--- src/rtl/pwm_timer_pkg.sv ---
package pwm_timer_pkg;

    typedef enum logic [1:0] {
        ST_OFF  = 2'd0,
        ST_UP   = 2'd1,
        ST_DOWN = 2'd2
    } pwm_state_e;

    localparam logic [1:0] ADDR_CTRL = 2'd0;
    localparam logic [1:0] ADDR_PSC  = 2'd1;
    localparam logic [1:0] ADDR_PER  = 2'd2;
    localparam logic [1:0] ADDR_CMP  = 2'd3;

    localparam int CTRL_EN_BIT  = 0;
    localparam int CTRL_CEN_BIT = 1;

endpackage

--- src/rtl/pwm_regs.sv ---
module pwm_regs
    import pwm_timer_pkg::*;
#(
    parameter int CNT_W = 16,
    parameter int PSC_W = 16
) (
    input  logic             clk,
    input  logic             rst_n,
    input  logic             wr_en,
    input  logic [1:0]       wr_addr,
    input  logic [CNT_W-1:0] wr_data,
    input  logic             load,
    output logic             en_q,
    output logic             mode_a,
    output logic [PSC_W-1:0] psc_a,
    output logic [CNT_W-1:0] per_a,
    output logic [CNT_W-1:0] cmp_a
);

    logic             mode_s;
    logic [PSC_W-1:0] psc_s;
    logic [CNT_W-1:0] per_s;
    logic [CNT_W-1:0] cmp_s;

    // Shadow copies written by software; enable acts immediately
    always_ff @(posedge clk) begin
        if (!rst_n) begin
            en_q   <= 1'b0;
            mode_s <= 1'b0;
            psc_s  <= '0;
            per_s  <= '0;
            cmp_s  <= '0;
        end else if (wr_en) begin
            unique case (wr_addr)
                ADDR_CTRL: begin
                    en_q   <= wr_data[CTRL_EN_BIT];
                    mode_s <= wr_data[CTRL_CEN_BIT];
                end
                ADDR_PSC: psc_s <= wr_data[PSC_W-1:0];
                ADDR_PER: per_s <= wr_data;
                ADDR_CMP: cmp_s <= wr_data;
                default: ;
            endcase
        end
    end

    // Running copies taken from the shadows at the update event
    always_ff @(posedge clk) begin
        if (!rst_n) begin
            mode_a <= 1'b0;
            psc_a  <= '0;
            per_a  <= '0;
            cmp_a  <= '0;
        end else if (load) begin
            mode_a <= mode_s;
            psc_a  <= psc_s;
            per_a  <= per_s;
            cmp_a  <= cmp_s;
        end
    end

endmodule

--- src/rtl/pwm_prescaler.sv ---
module pwm_prescaler #(
    parameter int PSC_W = 16
) (
    input  logic             clk,
    input  logic             rst_n,
    input  logic             run,
    input  logic [PSC_W-1:0] psc_a,
    output logic             tick
);

    localparam logic [PSC_W-1:0] PSC_ONE = PSC_W'(1);

    logic [PSC_W-1:0] div_q;

    assign tick = run && (div_q == psc_a);

    always_ff @(posedge clk) begin
        if (!rst_n) begin
            div_q <= '0;
        end else if (!run || tick) begin
            div_q <= '0;
        end else begin
            div_q <= div_q + PSC_ONE;
        end
    end

endmodule

--- src/rtl/pwm_count_fsm.sv ---
module pwm_count_fsm
    import pwm_timer_pkg::*;
#(
    parameter int CNT_W = 16
) (
    input  logic             clk,
    input  logic             rst_n,
    input  logic             en,
    input  logic             tick,
    input  logic             center,
    input  logic [CNT_W-1:0] per,
    output pwm_state_e       state_q,
    output logic [CNT_W-1:0] cnt_q,
    output logic             load,
    output logic             adc_trig
);

    localparam logic [CNT_W-1:0] CNT_ONE  = CNT_W'(1);
    localparam logic [CNT_W:0]   WIDE_ONE = (CNT_W+1)'(1);

    pwm_state_e       state_n;
    logic [CNT_W-1:0] cnt_n;
    logic             upd;
    logic             trig_n;
    logic             at_peak_next;

    assign at_peak_next = (({1'b0, cnt_q} + WIDE_ONE) == {1'b0, per});

    // State register
    always_ff @(posedge clk) begin
        if (!rst_n) begin
            state_q  <= ST_OFF;
            cnt_q    <= '0;
            adc_trig <= 1'b0;
        end else begin
            state_q  <= state_n;
            cnt_q    <= cnt_n;
            adc_trig <= trig_n;
        end
    end

    // Next state and outputs
    always_comb begin
        state_n = state_q;
        cnt_n   = cnt_q;
        upd     = 1'b0;
        trig_n  = 1'b0;
        unique case (state_q)
            ST_OFF: begin
                cnt_n = '0;
                if (en) begin
                    state_n = ST_UP;
                end
            end
            ST_UP: begin
                if (tick) begin
                    if (cnt_q >= per) begin
                        if (center && (per > CNT_ONE)) begin
                            state_n = ST_DOWN;
                            cnt_n   = cnt_q - CNT_ONE;
                        end else begin
                            cnt_n = '0;
                            upd   = 1'b1;
                        end
                    end else begin
                        cnt_n  = cnt_q + CNT_ONE;
                        trig_n = center && at_peak_next;
                    end
                end
            end
            ST_DOWN: begin
                if (tick) begin
                    cnt_n = cnt_q - CNT_ONE;
                    if (cnt_q == CNT_ONE) begin
                        state_n = ST_UP;
                        upd     = 1'b1;
                    end
                end
            end
            default: begin
                state_n = ST_OFF;
                cnt_n   = '0;
            end
        endcase
        if (!en) begin
            state_n = ST_OFF;
            cnt_n   = '0;
            upd     = 1'b0;
            trig_n  = 1'b0;
        end
    end

    assign load = upd || (state_q == ST_OFF);

endmodule

--- src/rtl/pwm_compare.sv ---
module pwm_compare #(
    parameter int CNT_W = 16
) (
    input  logic             run,
    input  logic             center,
    input  logic [CNT_W-1:0] cnt,
    input  logic [CNT_W-1:0] per,
    input  logic [CNT_W-1:0] cmp,
    output logic             pwm_out
);

    logic [CNT_W:0] sum_w;
    logic           hi_edge;
    logic           hi_center;

    assign sum_w     = {1'b0, cnt} + {1'b0, cmp};
    assign hi_edge   = (cnt < cmp);
    assign hi_center = (cmp > per) || (sum_w > {1'b0, per});

    always_comb begin
        if (!run || (per == '0)) begin
            pwm_out = 1'b0;
        end else if (center) begin
            pwm_out = hi_center;
        end else begin
            pwm_out = hi_edge;
        end
    end

endmodule

--- src/rtl/pwm_timer.sv ---
module pwm_timer
    import pwm_timer_pkg::*;
#(
    parameter int CNT_W = 16,
    parameter int PSC_W = 16
) (
    input  logic             clk,
    input  logic             rst_n,
    input  logic             wr_en,
    input  logic [1:0]       wr_addr,
    input  logic [CNT_W-1:0] wr_data,
    output logic             pwm_out,
    output logic             adc_trig
);

    logic             en_q;
    logic             mode_a;
    logic [PSC_W-1:0] psc_a;
    logic [CNT_W-1:0] per_a;
    logic [CNT_W-1:0] cmp_a;
    logic             load;
    logic             tick;
    logic             run;
    pwm_state_e       state_q;
    logic [CNT_W-1:0] cnt_q;

    assign run = (state_q != ST_OFF);

    pwm_regs #(.CNT_W(CNT_W), .PSC_W(PSC_W)) u_regs (
        .clk     (clk),
        .rst_n   (rst_n),
        .wr_en   (wr_en),
        .wr_addr (wr_addr),
        .wr_data (wr_data),
        .load    (load),
        .en_q    (en_q),
        .mode_a  (mode_a),
        .psc_a   (psc_a),
        .per_a   (per_a),
        .cmp_a   (cmp_a)
    );

    pwm_prescaler #(.PSC_W(PSC_W)) u_psc (
        .clk   (clk),
        .rst_n (rst_n),
        .run   (run),
        .psc_a (psc_a),
        .tick  (tick)
    );

    pwm_count_fsm #(.CNT_W(CNT_W)) u_fsm (
        .clk      (clk),
        .rst_n    (rst_n),
        .en       (en_q),
        .tick     (tick),
        .center   (mode_a),
        .per      (per_a),
        .state_q  (state_q),
        .cnt_q    (cnt_q),
        .load     (load),
        .adc_trig (adc_trig)
    );

    pwm_compare #(.CNT_W(CNT_W)) u_cmp (
        .run     (run),
        .center  (mode_a),
        .cnt     (cnt_q),
        .per     (per_a),
        .cmp     (cmp_a),
        .pwm_out (pwm_out)
    );

endmodule

--- config.mk ---
export PLATFORM = sky130hd
export DESIGN_NAME = pwm_timer
export DESIGN_NICKNAME = d
export VERILOG_FILES = /design/src/rtl/pwm_timer_pkg.sv /design/src/rtl/pwm_regs.sv /design/src/rtl/pwm_prescaler.sv /design/src/rtl/pwm_count_fsm.sv /design/src/rtl/pwm_compare.sv /design/src/rtl/pwm_timer.sv
export SDC_FILE = /design/constraint.sdc
export NUM_CORES = 1
export LEC_CHECK = 0
export CAP_MARGIN = 20
export CELL_PAD_IN_SITES_DETAIL_PLACEMENT = 0
export CELL_PAD_IN_SITES_GLOBAL_PLACEMENT = 1
export CORE_AREA = 3 3 146 148
export CTS_BUF_LIST = sky130_fd_sc_hd__clkbuf_8
export CTS_CLUSTER_DIAMETER = 150
export DETAILED_ROUTE_END_ITERATION = 10
export DIE_AREA = 0 0 149 151
export GPL_TIMING_DRIVEN = 0
export PLACE_DENSITY_LB_ADDON = 0.1
export SLEW_MARGIN = 20
export SYNTH_ARGS = -nofsm -noshare
export SYNTH_HDL_FRONTEND = slang
export SYNTH_SLANG_ARGS = --single-unit
--- constraint.sdc ---
create_clock -name clk -period 3.5 [get_ports clk]
set_input_delay 0.35 -clock clk [delete_from_list [all_inputs] [get_ports clk]]
set_output_delay 0.35 -clock clk [all_outputs]
set_load 0.01 [all_outputs]
==> flow_metrics.env, run 1 <==
export IMPL_stdcell_count=1449
export IMPL_final_hold_viol_count=0
export IMPL_hold_ws_ns=0.465
export IMPL_skew_ns=0.0217
export IMPL_yosysWarnings=0
export IMPL_final_cell_mix="258 x nand2_1, 124 x dfxtp_1, 77 x ha_1"
export IMPL_worstPathBufferInverterCount=1
export IMPL_place_area_um2=9440
export IMPL_ir_drop_mv=0.236
export IMPL_htree_levels=4
export IMPL_min_path_type="register to register"
export IMPL_core_area_um2=20200
export IMPL_p_comb_share_pct=10.4
export IMPL_dieArea_um2=22500
export IMPL_cp_data_arrival_time_ns=3.99
export IMPL_syn_nets=1219
export IMPL_start_util_pct=44.0
export IMPL_cts_tree="built"
export IMPL_setup_violations=1
export IMPL_nNetsFinal=1276
export IMPL_fin_crit_ns=4.34
export IMPL_grt_ovfl_total=0
export IMPL_cp_required_ns=3.15
export IMPL_ys_types=66
export IMPL_critPathTopFamily="compound AO/OA/AOI/OAI gates"
export IMPL_drc=0
export IMPL_cts_buffers=17
export IMPL_clock_power_share_pct=41.0
export IMPL_dr_pass1_iters=5
export IMPL_drv_cap=0
export IMPL_internal_power_mw=2.28
export IMPL_ctsHoldBuffers=0
export IMPL_dr_wl_met2_um=11900
export IMPL_area_growth_pct=15.5
export IMPL_cpPeakStageDelay_ns=0.39
export IMPL_critical_path_max_fanout=4
export IMPL_initialDrtViolationCount=411
export IMPL_startpoint_type="register"
export IMPL_grt_max_degree=17
export IMPL_final_common_cell="nand2_1"
export IMPL_ys_seq_elements=134
export IMPL_tightest_slew_ns=0.642
export IMPL_timing_slew_headroom_pct=56.6
export IMPL_path_clk_slew_ns=0.10
export IMPL_grt_usage_pct=22.6
export IMPL_slowest_stage="dfxtp_4"
export IMPL_crit_type="register to primary output"
export IMPL_violations="setup timing"
export IMPL_top_layer="met4"
export IMPL_viasPerCell=5.29
export IMPL_wl_per_cell_um=17.4
export IMPL_ant_nets=0
export IMPL_vias=7658
export IMPL_leakage_nw=4.18
export IMPL_gp_congestion=0.818
export IMPL_netlist_area_um2=8870
export IMPL_antenna_cells=0
export IMPL_fp_dieW_um=149
export IMPL_p_switching_mw=0.959
export IMPL_port_buffer_count=21
export IMPL_synth_edf_count=0
export IMPL_antenna_found_initial=0
export IMPL_cts_sinks=134
export IMPL_slew_violations=0
export IMPL_r2r_slack_ns=0.23
export IMPL_power_frac_seq_pct=48.6
export IMPL_die_y_um=151
export IMPL_swShare_pct=29.6
export IMPL_row_count=52
export IMPL_async_reset_ff_share_pct=0
export IMPL_ys_seq_area_share_pct=30.3
export IMPL_hpwl_um=19400
export IMPL_rsz0062_at_grt="true"
export IMPL_status="finished, violations left"
export IMPL_powerDensity_nw_per_um2=317
export IMPL_wl_met1_um=11800
export IMPL_place_ws_ns=-1.04
export IMPL_root_buffer="clkbuf_8"
export IMPL_syn_area_per_cell_um2=7.99
export IMPL_fin_ws_ns=-0.841
export IMPL_fin_crit_sh_pct=124
export IMPL_synth_flop_cell="dfxtp_1"
export IMPL_drive_above_1_share_pct=10.8
export IMPL_wirelength_um=25200
export IMPL_path_cells="ha_4, or3_4, o221a_4, nor4_4, o41ai_4, a221oi_4, nor4b_2, a211o_1, ha_4, o21a_1, o21ai_1, nor2_1, o21ai_1, a311oi_2, buf_2"
export IMPL_grt_pass1_vias=7437
export IMPL_num_io_pins=23
export IMPL_synthCells=1109
export IMPL_max_freq_ghz=0.230
export IMPL_final_cell_area_um2=10200
export IMPL_dp_cells=1400
export IMPL_clock_latency_ns=0.45
export IMPL_grt_pass1_wl_um=39800
export IMPL_wl_met3_um=1070
export IMPL_cts_path_max_buffers=2
export IMPL_critPathCaptureType="primary output"
flip-flops by register name, indices dropped and copies added, names as in the netlist:
name            flops
u_regs.cmp_a       16
u_fsm.cnt_q        16
u_regs.psc_s       16
u_regs.per_s       16
u_regs.mode_s       1
u_regs.psc_a       16
u_fsm.state_q       2
u_regs.en_q         1
u_fsm.adc_trig      1
u_regs.mode_a       1
u_regs.cmp_s       16
u_psc.div_q        16
u_regs.per_a       16
cells in the mapped netlist (19+ instances only):
cell / count / area, um^2
a21boi_0: 51 / 383
nand2_1: 258 / 968
nand3_1: 19 / 95.1
ha_1: 88 / 1100
nor3_1: 20 / 100
dfxtp_1: 134 / 2680
nor2_1: 55 / 206
xor2_1: 44 / 385
mux2i_1: 55 / 551
clkbuf_1: 39 / 146
o21ai_0: 38 / 190
a21oi_1: 30 / 150
xnor2_1: 33 / 289
inv_1: 53 / 199
final cells by class:
class	count	area [um^2]
buffer	55	269
clock buffer	17	234
clock inverter	15	159
fill	2006	9930
inverter	53	206
multi-input combinational	866	5980
sequential	134	2710
tap	270	338
timing repair buffer	39	340
cell families after synthesis:
logic type               share of synthesized area, %
AO/OA/AOI/OAI                                    14.6
XOR/XNOR                                         7.61
adder cells (fa/ha/maj)                          12.6
buffers and inverters                            5.28
flip-flops                                       30.3
multiplexers                                     6.21
AND/OR/NAND/NOR                                  23.4
final timing paths:
kind | start | end | depth (start not counted)
setup / recovery | u_fsm.cnt_q[4] | pwm_out | 15
hold / removal | u_regs.psc_s[4] | u_regs.psc_a[4] | 2
setup reg to reg | u_fsm.cnt_q[0] | u_fsm.cnt_q[5] | 13
hold reg to reg | u_regs.psc_s[4] | u_regs.psc_a[4] | 2
power groups by stage:
stage,registers [mW],clock network [mW],logic [mW]
detailed placement,1.62,0,0.320
global route,1.58,1.43,0.379
CTS,1.58,1.37,0.327
floorplan,1.60,0,0.216
global placement,1.62,0,0.318
finish,1.58,1.33,0.336
routing by layer:
layer / up-vias / global-route usage (%)
li1: 3927 / -
met1: 3540 / 30.5
met2: 171 / 38.0
met3: 20 / 3.08
met4: 0 / 6.50
met5: - / 0
what timing repair did:
| action | CTS | global route |
|---|---|---|
| gates resized for setup | 32 | 36 |
| gates cloned | 0 | 0 |
| pin swaps | 9 | 23 |
| buffers inserted | 13 | 6 |
| setup endpoints to repair | 27 | 55 |
metrics by stage:
stage / utilization, % / TNS, ns / power [mW]
after floorplan: - / 0 / 1.82
after global placement: 46.8 / -2.25 / 1.93
after detailed placement: 46.8 / -2.38 / 1.94
after CTS: 49.8 / -4.94 / 3.27
after global routing: 50.8 / -1.06 / 3.39
final: 50.8 / -0.841 / 3.24
worst min-delay path: stages, from the launching register on:
cell and delay, ns:
dfxtp_1 0.32, nand2_1 0.06, mux2i_1 0.05
No activity file was read; power rests on OpenSTA's default activity.
==> run 2: changes to the inputs <==
Settings changed: SLEW_MARGIN 20 to default.
==> results of run 2 <==
Final layout, timing and power as in run 1 (identical DEF).
